--- src/rtl/pla_pkg.sv ---
package pla_pkg;
  // Position of a literal inside the AND-plane image.
  function automatic int unsigned and_bit_idx(input int unsigned term, input int unsigned sig,
                                              input bit complement, input int unsigned lit_w);
    return term * lit_w + 2 * sig + (complement ? 1 : 0);
  endfunction

  // Position of an OR-plane link inside the image.
  function automatic int unsigned or_bit_idx(input int unsigned base, input int unsigned out_i,
                                             input int unsigned n_term, input int unsigned term);
    return base + out_i * n_term + term;
  endfunction
endpackage

--- src/rtl/pla_cfg_store.sv ---
module pla_cfg_store #(
  parameter int unsigned CFG_W = 142
) (
  input  logic             clk,
  input  logic             rst,
  input  logic             cfg_valid,
  input  logic             cfg_bit,
  input  logic             cfg_commit,
  output logic [CFG_W-1:0] shadow_q,
  output logic [CFG_W-1:0] active_q
);
  always_ff @(posedge clk) begin
    if (rst) begin
      shadow_q <= '0;
      active_q <= '0;
    end else begin
      if (cfg_valid)
        shadow_q <= {cfg_bit, shadow_q[CFG_W-1:1]};
      if (cfg_commit)
        active_q <= shadow_q;
    end
  end
endmodule

--- src/rtl/pla_and_plane.sv ---
module pla_and_plane #(
  parameter int unsigned N_SIG  = 7,
  parameter int unsigned N_TERM = 8,
  localparam int unsigned LIT_W = 2 * N_SIG,
  localparam int unsigned AND_W = N_TERM * LIT_W
) (
  input  logic [AND_W-1:0]  and_cfg,
  input  logic [N_SIG-1:0]  sig,
  output logic [N_TERM-1:0] term
);
  logic [LIT_W-1:0] lits;

  for (genvar j = 0; j < N_SIG; j++) begin : g_lit
    assign lits[2*j]   = sig[j];
    assign lits[2*j+1] = ~sig[j];
  end

  for (genvar t = 0; t < N_TERM; t++) begin : g_term
    logic [LIT_W-1:0] row;
    assign row     = and_cfg[t*LIT_W +: LIT_W];
    // An empty row gives 0, so unused terms stay silent.
    assign term[t] = (|row) & (&(~row | lits));
  end
endmodule

--- src/rtl/pla_or_plane.sv ---
module pla_or_plane #(
  parameter int unsigned N_TERM = 8,
  parameter int unsigned N_OUT  = 3,
  localparam int unsigned OR_W = N_TERM * N_OUT
) (
  input  logic [OR_W-1:0]   or_cfg,
  input  logic [N_OUT-1:0]  pol_cfg,
  input  logic [N_TERM-1:0] term,
  output logic [N_OUT-1:0]  comb
);
  for (genvar o = 0; o < N_OUT; o++) begin : g_sum
    assign comb[o] = (|(term & or_cfg[o*N_TERM +: N_TERM])) ^ pol_cfg[o];
  end
endmodule

--- src/rtl/pla_out_regs.sv ---
module pla_out_regs #(
  parameter int unsigned N_OUT = 3
) (
  input  logic             clk,
  input  logic             rst,
  input  logic [N_OUT-1:0] comb,
  input  logic [N_OUT-1:0] reg_sel,
  output logic [N_OUT-1:0] q,
  output logic [N_OUT-1:0] out_data
);
  always_ff @(posedge clk) begin
    if (rst) q <= '0;
    else     q <= comb;
  end

  for (genvar o = 0; o < N_OUT; o++) begin : g_sel
    assign out_data[o] = reg_sel[o] ? q[o] : comb[o];
  end
endmodule

--- src/rtl/pla_array.sv ---
module pla_array #(
  parameter int unsigned N_IN   = 4,
  parameter int unsigned N_TERM = 8,
  parameter int unsigned N_OUT  = 3
) (
  input  logic             clk,
  input  logic             rst,
  input  logic             cfg_valid,
  input  logic             cfg_bit,
  input  logic             cfg_commit,
  input  logic [N_IN-1:0]  in_data,
  output logic [N_OUT-1:0] out_data
);
  import pla_pkg::*;

  localparam int unsigned N_SIG  = N_IN + N_OUT;
  localparam int unsigned LIT_W  = 2 * N_SIG;
  localparam int unsigned AND_W  = N_TERM * LIT_W;
  localparam int unsigned OR_W   = N_TERM * N_OUT;
  localparam int unsigned OR_B   = AND_W;
  localparam int unsigned POL_B  = OR_B + OR_W;
  localparam int unsigned SEL_B  = POL_B + N_OUT;
  localparam int unsigned CFG_W  = SEL_B + N_OUT;

  logic [CFG_W-1:0]  cfg_shadow;
  logic [CFG_W-1:0]  cfg_active;
  logic [N_SIG-1:0]  sig;
  logic [N_TERM-1:0] term;
  logic [N_OUT-1:0]  comb;
  logic [N_OUT-1:0]  q;

  pla_cfg_store #(.CFG_W(CFG_W)) u_store (
    .clk(clk), .rst(rst), .cfg_valid(cfg_valid), .cfg_bit(cfg_bit),
    .cfg_commit(cfg_commit), .shadow_q(cfg_shadow), .active_q(cfg_active)
  );

  assign sig = {q, in_data};

  pla_and_plane #(.N_SIG(N_SIG), .N_TERM(N_TERM)) u_and (
    .and_cfg(cfg_active[AND_W-1:0]), .sig(sig), .term(term)
  );

  pla_or_plane #(.N_TERM(N_TERM), .N_OUT(N_OUT)) u_or (
    .or_cfg(cfg_active[OR_B +: OR_W]), .pol_cfg(cfg_active[POL_B +: N_OUT]),
    .term(term), .comb(comb)
  );

  pla_out_regs #(.N_OUT(N_OUT)) u_regs (
    .clk(clk), .rst(rst), .comb(comb), .reg_sel(cfg_active[SEL_B +: N_OUT]),
    .q(q), .out_data(out_data)
  );
endmodule

--- config.mk ---
export PLATFORM = sky130hd
export DESIGN_NAME = pla_array
export DESIGN_NICKNAME = d
export VERILOG_FILES = /design/src/rtl/pla_pkg.sv /design/src/rtl/pla_cfg_store.sv /design/src/rtl/pla_and_plane.sv /design/src/rtl/pla_or_plane.sv /design/src/rtl/pla_out_regs.sv /design/src/rtl/pla_array.sv
export SDC_FILE = /design/constraint.sdc
export NUM_CORES = 1
export LEC_CHECK = 0
export ABC_AREA = 1
export BUFFER_PORTS_ARGS = -buffer_cell sky130_fd_sc_hd__buf_4
export CAP_MARGIN = 0
export CELL_PAD_IN_SITES_DETAIL_PLACEMENT = 0
export CELL_PAD_IN_SITES_GLOBAL_PLACEMENT = 2
export CORE_ASPECT_RATIO = 0.75
export CORE_MARGIN = 4
export CORE_UTILIZATION = 34
export CTS_BUF_LIST = sky130_fd_sc_hd__clkbuf_8
export DETAILED_ROUTE_END_ITERATION = 7
export PLACE_DENSITY = 0.87
export SLEW_MARGIN = 25
export SYNTH_ARGS = -nofsm -noshare
export SYNTH_HDL_FRONTEND = slang
export SYNTH_SLANG_ARGS = --single-unit
export TNS_END_PERCENT = 1
--- constraint.sdc ---
create_clock -name clk -period 1.5 [get_ports clk]
set_input_delay 0.15 -clock clk [delete_from_list [all_inputs] [get_ports clk]]
set_output_delay 0.15 -clock clk [all_outputs]
set_load 0.005 [all_outputs]
==> impl_metrics.prom <==
# TYPE chip_impl_metric gauge
chip_impl_metric{name="syn_to_final_growth",unit="%"} 20.7
chip_impl_metric{name="globalplace.congestion",unit=""} 0.846
chip_impl_metric{name="viasPerCell",unit=""} 4.82
chip_impl_info{name="cts.root.buffer_cell",value="sky130_fd_sc_hd__clkbuf_8"} 1
chip_impl_info{name="rsz0062_at_grt",value="yes"} 1
chip_impl_metric{name="netlist-cell-type-count",unit=""} 21
chip_impl_metric{name="total_leakage_power",unit="nW"} 5.11
chip_impl_metric{name="cp_data_required_time",unit="ns"} 1.35
chip_impl_metric{name="gr-usage-met3",unit="%"} 3.24
chip_impl_metric{name="critical_path_peak_fanout",unit=""} 3
chip_impl_metric{name="worstPathArrival",unit="ns"} 2.19
chip_impl_metric{name="synth.yosys.seq_area_share",unit="%"} 50.8
chip_impl_metric{name="dp.final_hpwl",unit="µm"} 21300
chip_impl_info{name="cp-start-kind",value="flop"} 1
chip_impl_metric{name="clock-sinks",unit=""} 287
chip_impl_metric{name="antenna_cells_inserted",unit=""} 0
chip_impl_info{name="timing.critical_path.from",value="u_store.active_q[88]"} 1
chip_impl_info{name="worstReg2RegEnd",value="u_regs.q[0]"} 1
chip_impl_metric{name="max_clock_freq",unit="MHz"} 427
chip_impl_metric{name="dp_worst_setup_slack",unit="ns"} -0.391
chip_impl_metric{name="netlist_area",unit="µm²"} 11300
chip_impl_info{name="path_class",value="flop to output pin"} 1
chip_impl_metric{name="grt_max_degree",unit=""} 99
chip_impl_info{name="status",value="complete, but fails checks"} 1
chip_impl_metric{name="globalRouteOverflowTotal",unit=""} 0
chip_impl_info{name="end_of_the_critical_path",value="out_data[1]"} 1
chip_impl_metric{name="maxSlewViolCount",unit=""} 0
chip_impl_metric{name="first_pass_grt_wire_length",unit="µm"} 52100
chip_impl_metric{name="fin_setup_tns",unit="ns"} -2.70
chip_impl_metric{name="grt_antenna_before_repair",unit=""} 0
chip_impl_metric{name="globalRouteTotalUtil",unit="%"} 17.6
chip_impl_metric{name="post-route-period-util",unit="%"} 156
chip_impl_metric{name="initial_utilization",unit="%"} 34.7
chip_impl_metric{name="min_period",unit="ns"} 2.34
chip_impl_info{name="failed_checks",value="setup timing"} 1
chip_impl_info{name="r2r-start",value="u_regs.q[0]"} 1
chip_impl_metric{name="number_of_nets_in_the_synthesized_netlist",unit=""} 1604
chip_impl_info{name="busiest_layer",value="met1"} 1
chip_impl_metric{name="fin_worst_skew",unit="ns"} 0.0162
chip_impl_metric{name="setup-violations-final",unit=""} 6
chip_impl_metric{name="clock_insertion_delay_worst_skew",unit="ns"} 0.58
chip_impl_metric{name="routed_wire_length_per_instance",unit="µm"} 15.2
chip_impl_metric{name="ir_worst_vdd",unit="mV"} 0.568
chip_impl_metric{name="yosys_warnings",unit=""} 0
chip_impl_metric{name="portBuffers",unit=""} 11
chip_impl_metric{name="maxCapViolCount",unit=""} 0
chip_impl_metric{name="timing.reg2reg.setup_slack",unit="ns"} -0.14
chip_impl_metric{name="synthCells",unit=""} 1595
chip_impl_metric{name="antenna_violating_nets_post_route",unit=""} 0
chip_impl_metric{name="groute.layer.met1.usage",unit="%"} 27.4
chip_impl_metric{name="drive_gt1_share",unit="%"} 14.8
chip_impl_metric{name="design.core.area",unit="µm²"} 32600
chip_impl_info{name="cts_tree",value="done"} 1
chip_impl_metric{name="synthesis.area_per_instance",unit="µm²"} 7.09
chip_impl_metric{name="synth_seq_cells",unit=""} 287
chip_impl_metric{name="floorplan.die_area",unit="µm²"} 36300
chip_impl_metric{name="core.rowCount",unit=""} 57
chip_impl_metric{name="wl",unit="µm"} 32400
chip_impl_metric{name="worst-r2r-cell-count",unit=""} 13
chip_impl_metric{name="drcViolationCount",unit=""} 0
chip_impl_metric{name="cts_buffer_depth",unit=""} 3
chip_impl_metric{name="grt_pass1_vias",unit=""} 9633
chip_impl_metric{name="cts_buffers",unit=""} 46
chip_impl_metric{name="power_density",unit="nW/µm²"} 1120
chip_impl_metric{name="global_route.usage.met2",unit="%"} 25.0
chip_impl_info{name="hold_path_class",value="input pin to flop"} 1
chip_impl_info{name="end_kind",value="output pin"} 1
chip_impl_metric{name="drt_first_iter_violations",unit=""} 853
chip_impl_metric{name="timing_hold_violations_final",unit=""} 0
chip_impl_metric{name="worst-slew-pin-transition",unit="ns"} 0.516
chip_impl_metric{name="die_h",unit="µm"} 166
chip_impl_metric{name="ios",unit=""} 12
chip_impl_metric{name="final.setup.worst_slack",unit="ns"} -0.842
chip_impl_metric{name="htree_levels",unit=""} 2
chip_impl_metric{name="drt_pre_antenna_iters",unit=""} 5
chip_impl_metric{name="dr_total_vias",unit=""} 10300
chip_impl_metric{name="fin_nets",unit=""} 1672
chip_impl_metric{name="clk_transition_reported_paths",unit="ns"} 0.06
chip_impl_metric{name="die_x",unit="µm"} 219
chip_impl_metric{name="max_transition_margin",unit="%"} 65.6
==> Yosys cell counts <==
master,count,area (µm²)
sky130_fd_sc_hd__nand2_1,675,2530
sky130_fd_sc_hd__dfxtp_1,287,5750
sky130_fd_sc_hd__a21oi_1,243,1220
sky130_fd_sc_hd__nor2_1,117,439
sky130_fd_sc_hd__clkbuf_1,63,236
sky130_fd_sc_hd__inv_1,50,188
sky130_fd_sc_hd__a211oi_1,44,330
sky130_fd_sc_hd__nand3_1,32,160
sky130_fd_sc_hd__buf_2,27,135
sky130_fd_sc_hd__o21ai_0,16,80.1
sky130_fd_sc_hd__nand4_1,9,56.3
sky130_fd_sc_hd__nor2_2,9,56.3
sky130_fd_sc_hd__buf_1,5,18.8
sky130_fd_sc_hd__nor3_1,5,25.0
sky130_fd_sc_hd__buf_4,3,22.5
sky130_fd_sc_hd__buf_6,3,33.8
sky130_fd_sc_hd__inv_2,2,7.51
sky130_fd_sc_hd__nand2_2,2,12.5
sky130_fd_sc_hd__clkinv_1,1,3.75
sky130_fd_sc_hd__or2_1,1,6.26
sky130_fd_sc_hd__or2_2,1,6.26
==> power by group <==
group | leakage, nW | switching, mW | internal, mW
Clock | 0.497 | 3.12 | 3.30
Combinational | 2.29 | 0.730 | 0.362
Sequential | 2.32 | 0.0346 | 7.68
Total | 5.11 | 3.88 | 11.3
==> critical path, cell delays in order, from the launching register on <==
cell and delay, ns:
sky130_fd_sc_hd__dfxtp_1 0.46, sky130_fd_sc_hd__nand2_1 0.09, sky130_fd_sc_hd__nand2_1 0.06, sky130_fd_sc_hd__nor2_1 0.04, sky130_fd_sc_hd__buf_4 0.12, sky130_fd_sc_hd__nand2_1 0.09, sky130_fd_sc_hd__nor2_4 0.05, sky130_fd_sc_hd__nand3_1 0.06
sky130_fd_sc_hd__nand2_1 0.07, sky130_fd_sc_hd__nor2_2 0.17, sky130_fd_sc_hd__nand2_2 0.07, sky130_fd_sc_hd__nand2_2 0.06, sky130_fd_sc_hd__nand2_1 0.05, sky130_fd_sc_hd__nand2_1 0.05, sky130_fd_sc_hd__nand2_1 0.05, sky130_fd_sc_hd__buf_4 0.13
==> area by class of cell <==
type                            count  area [µm²]
Timing Repair Buffer              121        1150
Multi-Input combinational cell   1154        5130
Tap cell                          442         553
Clock inverter                     22        98.8
Inverter                           53         209
Fill cell                        3455       18900
Sequential cell                   287        5760
Clock buffer                       55         757
==> cell families (layout without fill, tap and decap cells) <==
kind of cell	count (synthesis)	after routing	share of synthesized area (%)
compound gates	303	303	14.4
buf+inv	154	251	5.71
flops	287	287	50.8
simple gates	851	851	29.1
==> routing by layer <==
metal	share of wire [%]	routed length, µm
met1	53	17000
met2	41	13300
met3	4.7	1520
met4	1.8	581
met5	0	0
==> metrics by stage <==
stage / cells / hold WS (ns) / instance area (µm²) / utilization, % / total power [mW]
global placement: 2051 / 0.422 / 12500 / 38.3 / 8.92
finish: 2134 / 0.107 / 13700 / 41.9 / 15.2
detailed placement: 2051 / 0.424 / 12500 / 38.3 / 8.92
floorplan: 1595 / 0.299 / 11300 / - / 8.47
CTS: 2132 / 0.0767 / 13500 / 41.4 / 15.4
global route: 2134 / 0.0989 / 13700 / 41.9 / 15.8
==> sequential cells by signal, indices dropped and copies added (netlist names) <==
register and cells:
u_regs.q 3, u_store.active_q 142, u_store.shadow_q 142
==> how the worst min path moves through the flow <==
stage / start / slack [ns] / end / cells past startpoint
global placement: cfg_bit / 0.42 / u_store.shadow_q[141] / 3
CTS: cfg_valid / 0.08 / u_store.shadow_q[40] / 4
floorplan: cfg_bit / 0.30 / u_store.shadow_q[141] / 2
finish: cfg_valid / 0.11 / u_store.shadow_q[40] / 4
global route: cfg_valid / 0.1 / u_store.shadow_q[113] / 4
detailed placement: cfg_bit / 0.42 / u_store.shadow_q[141] / 3
==> cell usage in the layout, fill, tap and decap left out, types with 3 or more instances in the layout <==
cell                            netlist  final
sky130_fd_sc_hd__nand2_1            675    656
sky130_fd_sc_hd__dfxtp_1            287    283
sky130_fd_sc_hd__a21oi_1            243    243
sky130_fd_sc_hd__nor2_1             117    103
sky130_fd_sc_hd__buf_4                3     96
sky130_fd_sc_hd__inv_1               50     63
sky130_fd_sc_hd__clkbuf_8             0     55
sky130_fd_sc_hd__a211oi_1            44     44
sky130_fd_sc_hd__nand3_1             32     23
sky130_fd_sc_hd__nand2_2              2     20
sky130_fd_sc_hd__buf_12               0     16
sky130_fd_sc_hd__nor2_2               9     14
sky130_fd_sc_hd__nand3_2              0      9
sky130_fd_sc_hd__nor2_4               0      9
sky130_fd_sc_hd__nand4_1              9      9
sky130_fd_sc_hd__o21ai_1              0      8
sky130_fd_sc_hd__o21ai_0             16      6
sky130_fd_sc_hd__nor3_2               0      5
sky130_fd_sc_hd__buf_6                3      4
sky130_fd_sc_hd__inv_2                2      3
sky130_fd_sc_hd__clkinv_2             0      3
sky130_fd_sc_hd__dlygate4sd3_1        0      3
==> what timing repair did <==
action | in CTS | in global routing
pin swaps | 10 | 32
hold endpoints to repair | 24 | 0
hold buffers | 3 | 0
endpoints found under the setup margin | 6 | 6
resized for setup | 32 | 53
gates cloned | 0 | 0
buffers inserted | 1 | 2
No activity file was read; power rests on OpenSTA's default activity.
